==> config.mk <==
export PLATFORM = sky130hd
export DESIGN_NAME = store_buffer
export DESIGN_NICKNAME = d
export VERILOG_FILES = /design/src/rtl/sbuf_pkg.sv /design/src/rtl/sbuf_fifo.sv /design/src/rtl/sbuf_load.sv /design/src/rtl/sbuf_fence.sv /design/src/rtl/store_buffer.sv
export SDC_FILE = /design/constraint.sdc
export NUM_CORES = 2
export LEC_CHECK = 0
export ABC_CLOCK_PERIOD_IN_PS = 5600
export BUFFER_PORTS_ARGS = -buffer_cell sky130_fd_sc_hd__buf_2
export CAP_MARGIN = 15
export CORE_UTILIZATION = 45
export CTS_BUF_LIST = sky130_fd_sc_hd__clkbuf_8 sky130_fd_sc_hd__clkbuf_16
export DETAILED_ROUTE_END_ITERATION = 6
export HOLD_SLACK_MARGIN = 0.1
export PLACE_DENSITY = 0.73
export SLEW_MARGIN = 10
export SYNTH_ARGS = -nofsm -noshare
export SYNTH_HDL_FRONTEND = slang
export SYNTH_SLANG_ARGS = --single-unit
==> constraint.sdc <==
create_clock -name clk -period 5.6 [get_ports clk]
set_input_delay 0 -clock clk [delete_from_list [all_inputs] [get_ports clk]]
set_output_delay 0 -clock clk [all_outputs]
set_load 0.01 [all_outputs]
==> src/rtl/sbuf_pkg.sv <==
package sbuf_pkg;
  typedef enum logic [1:0] {MT_UC = 2'd0, MT_WC = 2'd1, MT_WB = 2'd2} mtype_e;
  typedef enum logic [1:0] {FK_STORE = 2'd0, FK_LOAD = 2'd1, FK_FULL = 2'd2, FK_DRAIN = 2'd3} fkind_e;

  // completion condition of a pending ordering command
  function automatic logic fence_met(input logic [1:0] kind, input logic q_empty, input logic ld_idle);
    case (kind)
      FK_STORE: fence_met = q_empty;
      FK_LOAD:  fence_met = ld_idle;
      FK_FULL:  fence_met = q_empty && ld_idle;
      default:  fence_met = q_empty;
    endcase
  endfunction

  // a load may take queued data only when cacheable and fully covered
  function automatic logic fwd_take(input logic uc, input logic hit, input logic full);
    fwd_take = !uc && hit && full;
  endfunction
endpackage

==> src/rtl/sbuf_fifo.sv <==
module sbuf_fifo #(
  parameter int DEPTH = 8,
  parameter int AW = 16,
  parameter int DW = 32,
  parameter int BW = 4
) (
  input  logic                     clk,
  input  logic                     rst_n,
  input  logic                     push,
  input  logic [AW-1:0]            push_addr,
  input  logic [DW-1:0]            push_data,
  input  logic [BW-1:0]            push_be,
  input  logic [1:0]               push_mt,
  input  logic                     merge,
  input  logic                     pop,
  output logic [$clog2(DEPTH):0]   count,
  output logic [AW-1:0]            head_addr,
  output logic [DW-1:0]            head_data,
  output logic [BW-1:0]            head_be,
  output logic [1:0]               head_mt,
  output logic [AW-1:0]            y_addr,
  output logic [1:0]               y_mt,
  input  logic [AW-1:0]            q_addr,
  output logic                     q_hit,
  output logic                     q_full,
  output logic [DW-1:0]            q_data
);
  localparam int PW = $clog2(DEPTH);
  localparam int CW = PW + 1;

  logic [AW-1:0] e_addr [DEPTH];
  logic [DW-1:0] e_data [DEPTH];
  logic [BW-1:0] e_be   [DEPTH];
  logic [1:0]    e_mt   [DEPTH];
  logic [PW-1:0] rd_ptr, wr_ptr, yi, idx;

  function automatic logic [DW-1:0] merge_bytes(input logic [DW-1:0] old_w,
                                                input logic [DW-1:0] new_w,
                                                input logic [BW-1:0] be);
    merge_bytes = old_w;
    for (int b = 0; b < BW; b++)
      if (be[b]) merge_bytes[8*b +: 8] = new_w[8*b +: 8];
  endfunction

  assign yi = wr_ptr - 1'b1;

  always_ff @(posedge clk or negedge rst_n) begin
    if (!rst_n) begin
      rd_ptr <= '0;
      wr_ptr <= '0;
      count  <= '0;
    end else begin
      if (push) wr_ptr <= wr_ptr + 1'b1;
      if (pop)  rd_ptr <= rd_ptr + 1'b1;
      count <= count + CW'(push) - CW'(pop);
    end
  end

  always_ff @(posedge clk) begin
    if (push) begin
      e_addr[wr_ptr] <= push_addr;
      e_data[wr_ptr] <= push_data;
      e_be[wr_ptr]   <= push_be;
      e_mt[wr_ptr]   <= push_mt;
    end else if (merge) begin
      e_data[yi] <= merge_bytes(e_data[yi], push_data, push_be);
      e_be[yi]   <= e_be[yi] | push_be;
    end
  end

  assign head_addr = e_addr[rd_ptr];
  assign head_data = e_data[rd_ptr];
  assign head_be   = e_be[rd_ptr];
  assign head_mt   = e_mt[rd_ptr];
  assign y_addr    = e_addr[yi];
  assign y_mt      = e_mt[yi];

  // walk oldest to youngest; the last match seen is the youngest
  always_comb begin
    q_hit  = 1'b0;
    q_full = 1'b0;
    q_data = '0;
    idx    = '0;
    for (int i = 0; i < DEPTH; i++) begin
      idx = rd_ptr + PW'(i);
      if (CW'(i) < count && e_addr[idx] == q_addr) begin
        q_hit  = 1'b1;
        q_full = &e_be[idx];
        q_data = e_data[idx];
      end
    end
  end
endmodule

==> src/rtl/sbuf_load.sv <==
module sbuf_load import sbuf_pkg::*; #(
  parameter int AW = 16,
  parameter int DW = 32
) (
  input  logic          clk,
  input  logic          rst_n,
  input  logic          ld_valid,
  input  logic [AW-1:0] ld_addr,
  input  logic [1:0]    ld_mtype,
  input  logic          blk,
  input  logic          q_empty,
  input  logic          q_hit,
  input  logic          q_full,
  input  logic [DW-1:0] q_data,
  output logic          ld_ready,
  output logic          ld_resp_valid,
  output logic [DW-1:0] ld_resp_data,
  output logic          rd_req_valid,
  input  logic          rd_req_ready,
  output logic [AW-1:0] rd_addr,
  input  logic          rd_resp_valid,
  input  logic [DW-1:0] rd_resp_data,
  output logic          ld_idle
);
  typedef enum logic [1:0] {L_IDLE, L_REQ, L_WAIT, L_RESP} lstate_e;
  lstate_e state;
  logic is_uc, partial, ld_fire;

  assign is_uc    = (ld_mtype == MT_UC);
  assign partial  = q_hit && !q_full;
  assign ld_idle  = (state == L_IDLE);
  assign ld_ready = ld_idle && !blk && (is_uc ? q_empty : !partial);
  assign ld_fire  = ld_valid && ld_ready;
  assign ld_resp_valid = (state == L_RESP);
  assign rd_req_valid  = (state == L_REQ);

  always_ff @(posedge clk or negedge rst_n) begin
    if (!rst_n) begin
      state        <= L_IDLE;
      rd_addr      <= '0;
      ld_resp_data <= '0;
    end else begin
      case (state)
        L_IDLE: if (ld_fire) begin
          if (fwd_take(is_uc, q_hit, q_full)) begin
            ld_resp_data <= q_data;
            state        <= L_RESP;
          end else begin
            rd_addr <= ld_addr;
            state   <= L_REQ;
          end
        end
        L_REQ:  if (rd_req_ready) state <= L_WAIT;
        L_WAIT: if (rd_resp_valid) begin
          ld_resp_data <= rd_resp_data;
          state        <= L_RESP;
        end
        default: state <= L_IDLE;
      endcase
    end
  end
endmodule

==> src/rtl/sbuf_fence.sv <==
module sbuf_fence import sbuf_pkg::*; (
  input  logic       clk,
  input  logic       rst_n,
  input  logic       fc_valid,
  input  logic [1:0] fc_kind,
  input  logic       q_empty,
  input  logic       ld_idle,
  output logic       fc_ready,
  output logic       fc_done,
  output logic       blk_st,
  output logic       blk_ld,
  output logic       pend,
  output logic [1:0] kind
);
  assign fc_ready = !pend;
  assign fc_done  = pend && fence_met(kind, q_empty, ld_idle);
  assign blk_st   = pend && (kind != FK_LOAD);
  assign blk_ld   = pend && (kind != FK_STORE);

  always_ff @(posedge clk or negedge rst_n) begin
    if (!rst_n) begin
      pend <= 1'b0;
      kind <= '0;
    end else if (fc_valid && fc_ready) begin
      pend <= 1'b1;
      kind <= fc_kind;
    end else if (fc_done) begin
      pend <= 1'b0;
    end
  end
endmodule

==> src/rtl/store_buffer.sv <==
module store_buffer import sbuf_pkg::*; #(
  parameter int DEPTH = 8,
  parameter int AW = 16,
  parameter int DW = 32,
  parameter int BW = DW / 8
) (
  input  logic          clk,
  input  logic          rst_n,
  input  logic          st_valid,
  output logic          st_ready,
  input  logic [AW-1:0] st_addr,
  input  logic [DW-1:0] st_data,
  input  logic [BW-1:0] st_be,
  input  logic [1:0]    st_mtype,
  input  logic          ld_valid,
  output logic          ld_ready,
  input  logic [AW-1:0] ld_addr,
  input  logic [1:0]    ld_mtype,
  output logic          ld_resp_valid,
  output logic [DW-1:0] ld_resp_data,
  input  logic          fc_valid,
  output logic          fc_ready,
  input  logic [1:0]    fc_kind,
  output logic          fc_done,
  output logic          wr_valid,
  input  logic          wr_ready,
  output logic [AW-1:0] wr_addr,
  output logic [DW-1:0] wr_data,
  output logic [BW-1:0] wr_be,
  output logic          rd_req_valid,
  input  logic          rd_req_ready,
  output logic [AW-1:0] rd_addr,
  input  logic          rd_resp_valid,
  input  logic [DW-1:0] rd_resp_data
);
  localparam int CW = $clog2(DEPTH) + 1;

  logic [CW-1:0] buf_count;
  logic          buf_empty, buf_full, uc_busy, can_merge;
  logic          st_fire, st_push, st_merge, wr_pop;
  logic [AW-1:0] y_addr;
  logic [1:0]    y_mt, head_mt, fen_kind;
  logic          q_hit, q_full, blk_st, blk_ld, fen_pend, ld_idle;
  logic [DW-1:0] q_data;

  assign buf_empty = (buf_count == '0);
  assign buf_full  = (buf_count == CW'(DEPTH));
  assign uc_busy   = !buf_empty && (head_mt == MT_UC);
  assign can_merge = (st_mtype == MT_WB) && (buf_count >= CW'(2)) &&
                     (y_mt == MT_WB) && (y_addr == st_addr);
  assign st_ready  = !blk_st && !uc_busy &&
                     ((st_mtype == MT_UC) ? buf_empty : (!buf_full || can_merge));
  assign st_fire   = st_valid && st_ready;
  assign st_push   = st_fire && !can_merge;
  assign st_merge  = st_fire && can_merge;
  assign wr_valid  = !buf_empty;
  assign wr_pop    = wr_valid && wr_ready;

  sbuf_fifo #(.DEPTH(DEPTH), .AW(AW), .DW(DW), .BW(BW)) u_fifo (
    .clk(clk), .rst_n(rst_n),
    .push(st_push), .push_addr(st_addr), .push_data(st_data), .push_be(st_be),
    .push_mt(st_mtype), .merge(st_merge), .pop(wr_pop), .count(buf_count),
    .head_addr(wr_addr), .head_data(wr_data), .head_be(wr_be), .head_mt(head_mt),
    .y_addr(y_addr), .y_mt(y_mt),
    .q_addr(ld_addr), .q_hit(q_hit), .q_full(q_full), .q_data(q_data)
  );

  sbuf_load #(.AW(AW), .DW(DW)) u_load (
    .clk(clk), .rst_n(rst_n),
    .ld_valid(ld_valid), .ld_addr(ld_addr), .ld_mtype(ld_mtype),
    .blk(blk_ld || uc_busy), .q_empty(buf_empty),
    .q_hit(q_hit), .q_full(q_full), .q_data(q_data),
    .ld_ready(ld_ready), .ld_resp_valid(ld_resp_valid), .ld_resp_data(ld_resp_data),
    .rd_req_valid(rd_req_valid), .rd_req_ready(rd_req_ready), .rd_addr(rd_addr),
    .rd_resp_valid(rd_resp_valid), .rd_resp_data(rd_resp_data), .ld_idle(ld_idle)
  );

  sbuf_fence u_fence (
    .clk(clk), .rst_n(rst_n),
    .fc_valid(fc_valid), .fc_kind(fc_kind), .q_empty(buf_empty), .ld_idle(ld_idle),
    .fc_ready(fc_ready), .fc_done(fc_done), .blk_st(blk_st), .blk_ld(blk_ld),
    .pend(fen_pend), .kind(fen_kind)
  );
endmodule

==> impl_metrics.py <==
metrics = {
    "power_and_ir_drop": {
        "seqPwrFrac_pct": 18.6,
        "intPower_mw": 14.7,
        "total_power_mw": 26.8,
        "p_leak_nw": 15.2,
        "irDropWorstVdd_uv": 595,
        "clockPowerShare_pct": 15.0,
        "p_sw_share_pct": 45.4,
        "p_comb_share_pct": 66.4,
        "p_switching_mw": 12.2,
        "p_per_area_nw_per_um2": 630,
    },
    "logic_synthesis": {
        "ys.flop_type": "edfxtp_1",
        "synth_area_leaders": "edfxtp_1 35%, mux4_2 27%, nand2_1 5.4%, mux2i_1 4.7%, dfrtp_1 4.2%",
        "muxShareOfSynthArea_pct": 33.9,
        "ys_seq_elements": 495,
        "synth_cell_types": 76,
        "seq_area_frac_synth_pct": 39.2,
        "synthCells": 2995,
        "synth-simple-area-share_pct": 11.3,
        "synthXorXnorAreaFrac_pct": 3.73,
        "postSynthAreaPerCell_um2": 12.4,
        "postSynth.asyncResetShare_pct": 12.7,
        "synthAdderAreaFrac_pct": 0.661,
        "synth_top_family_by_area": "multiplexers",
        "synth_top_cell_area_share_pct": 35.0,
        "synth-edff-count": 432,
        "synth_compound_area_share_pct": 7.30,
        "syn_nets": 3128,
        "synth_warnings": 0,
        "synth_area_um2": 37100,
        "yosys.area.top_type": "edfxtp_1",
    },
    "final_layout": {
        "fin_util_pct": 52.6,
        "stdcell_count": 4326,
        "nets": 3353,
        "syn_to_final_growth_pct": 14.8,
        "final_area_um2": 42600,
        "layout-drive-gt1-share_pct": 29.6,
    },
    "floorplan": {
        "initial_core_util_pct": 45.8,
        "die_area_um2": 83600,
        "row_count": 104,
        "fp.dieH_um": 289,
        "die_w_um": 289,
        "ios": 221,
        "core_area_um2": 81100,
    },
    "placed_design": {
        "globalplace.congestion": 0.976,
        "hpwl_mm": 81.4,
        "portBuffers": 220,
        "dpl-instance-area_um2": 39300,
        "place_ws_ps": 388,
        "dp_cells": 4102,
    },
    "critical_path": {
        "r2r-start": "u_fifo.rd_ptr[0]",
        "worstPathRequired_ps": 6120,
        "crit_path_end_kind": "flip-flop",
        "worstPathArrival_ps": 6090,
        "crit_type": "flip-flop to flip-flop",
        "critical_path.startpoint": "u_fifo.rd_ptr[0]",
        "cp_max_fo": 43,
        "critPathLaunchType": "flip-flop",
    },
    "timing": {
        "fmax_mhz": 179,
        "finClkSkew_ps": 47.5,
        "slew-limit-headroom_pct": 15.3,
        "hold_viol": 0,
        "period_needed_ps": 5580,
        "hold_slack_ps": 106,
        "timing.final.crit_share_pct": 99.6,
        "setup_viol": 0,
        "tightestPinTransition_ps": 1270,
        "finalSetupTns_ps": 0,
        "drv_slew": 0,
        "setup_ws_ps": 23.0,
    },
    "routing": {
        "drc_errors": 0,
        "wl_per_cell_um": 28.4,
        "drtIter0Drc": 4422,
        "dr.pass1.iters": 7,
        "routed_wl_mm": 123,
        "drtAntennaViolNets": 0,
        "via_count": 29700,
        "vias_per_cell": 6.87,
    },
    "min_path": {
        "min_path_type": "input pin to flip-flop",
        "worstHoldStart": "ld_valid",
    },
    "outcome": {
        "status": "finished, final reports clean",
    },
    "clocking": {
        "htreeDepth": 2,
        "cts_made_buffers": 54,
        "cts_tree": "yes",
        "cts.clk_slew.worst_paths_ps": 60,
        "cts_sinks": 495,
        "clk_path_buf_depth": 3,
        "clkLatencyLatePin_ps": 650,
        "clock-root-buffer": "clkbuf_16",
    },
    "grt": {
        "grt_pass1_vias": 28200,
        "antenna_found_initial": 6,
        "grt_overflow": 0,
        "grt_usage_pct": 29.0,
        "grt_max_degree": 135,
        "grt_pass1_wl_mm": 180,
    },
    "job": {
        "maxCapViolations": 0,
    },
}
## critical path, stage by stage, from the launching register on
cell and delay [ps]:
dfrtp_4 620, buf_16 340, mux4_2 570, mux2_2 330
xnor2_1 220, a2111oi_2 410, nand3_1 290, nor4_4 590
nand4b_1 270, o2111ai_1 420, a221oi_4 180, o32a_2 310
mux2_4 310, dlygate4sd3_1 560
## synth_stat cells, types with 38 or more instances
library cell / count
nand2_1: 532
mux4_2: 449
edfxtp_1: 432
nor2_1: 234
mux2i_1: 173
clkbuf_1: 129
xnor2_1: 124
nand3_1: 89
buf_2: 72
dfrtp_1: 63
a31oi_1: 41
inv_1: 38
## registers in the layout (all words and copies together) (netlist names)
name,flops
u_fifo.e_be,32
u_fifo.wr_ptr,3
u_fifo.rd_ptr,3
u_load.state,2
u_load.ld_resp_data,32
u_fifo.e_data,256
u_fence.kind,2
u_fifo.e_addr,128
u_fence.pend,1
u_fifo.count,4
u_fifo.e_mt,16
u_load.rd_addr,16
## cells in the final DEF (no fill, tap or decap), types with 36 or more instances in the layout
cell type / count
nand2_1: 532
mux4_2: 449
edfxtp_1: 432
nor2_1: 227
buf_2: 219
mux2i_1: 173
xnor2_1: 121
dlygate4sd3_1: 117
nand3_1: 89
buf_4: 81
dfrtp_1: 59
clkbuf_16: 55
inv_1: 41
a31oi_1: 41
a21o_1: 36
o2111ai_1: 36
## power by group through the flow
| stage | clock (mW) | sequential [mW] | combinational [mW] |
|---|---|---|---|
| finish | 4.02 | 4.99 | 17.8 |
| global route | 4.17 | 5.03 | 18.9 |
| CTS | 4.05 | 4.96 | 17.4 |
| detailed placement | 0 | 5.03 | 17.2 |
| global placement | 0 | 5.01 | 17.0 |
| floorplan | 0 | 4.87 | 13.0 |
## layout make-up
type,instances,area [um^2]
Tap cell,1060,1330
Clock inverter,44,649
Fill cell,6630,38500
Multi-Input combinational cell,2193,21300
Clock buffer,55,1370
Inverter,42,160
Antenna cell,3,7.51
Timing Repair Buffer,434,3200
Sequential cell,495,14600
## what timing repair did
item / 4_1_cts / 5_1_grt
hold endpoints to repair: 547 / 0
gates resized for setup: 0 / 10
setup endpoints to repair: 0 / 1
hold buffers: 118 / 0
setup buffers: 0 / 1
## routing by layer
| metal | routed length, um | track usage, % | share of wire [%] |
|---|---|---|---|
| met2 | 54900 | 43.9 | 45 |
| met1 | 43700 | 38.1 | 36 |
| met5 | 47 | 0 | 0.038 |
| met3 | 17500 | 8.70 | 14 |
| met4 | 6770 | 14.1 | 5.5 |
## logic make-up (layout without fill, tap and decap cells)
kind of cell    after synthesis  after routing
simple gates                984            984
mux                         679            679
flops                       495            495
compound gates              353            353
buf+inv                     307            575
xor+xnor                    158            158
fa+ha+maj                    19             19
other cells                   0              3
## worst paths after layout
check | endpoint | slack (ps) | depth (start not counted)
max | u_load.ld_resp_data[19] | 20 | 13
min | u_load.rd_addr[2] | 110 | 4
max reg2reg | u_load.ld_resp_data[19] | 20 | 13
min reg2reg | u_load.rd_addr[11] | 500 | 1
max in group asynchronous | u_load.ld_resp_data[30] | 4460 | 4
min in group asynchronous | u_load.ld_resp_data[19] | 460 | 4
Power figures use the tool's default switching activity.
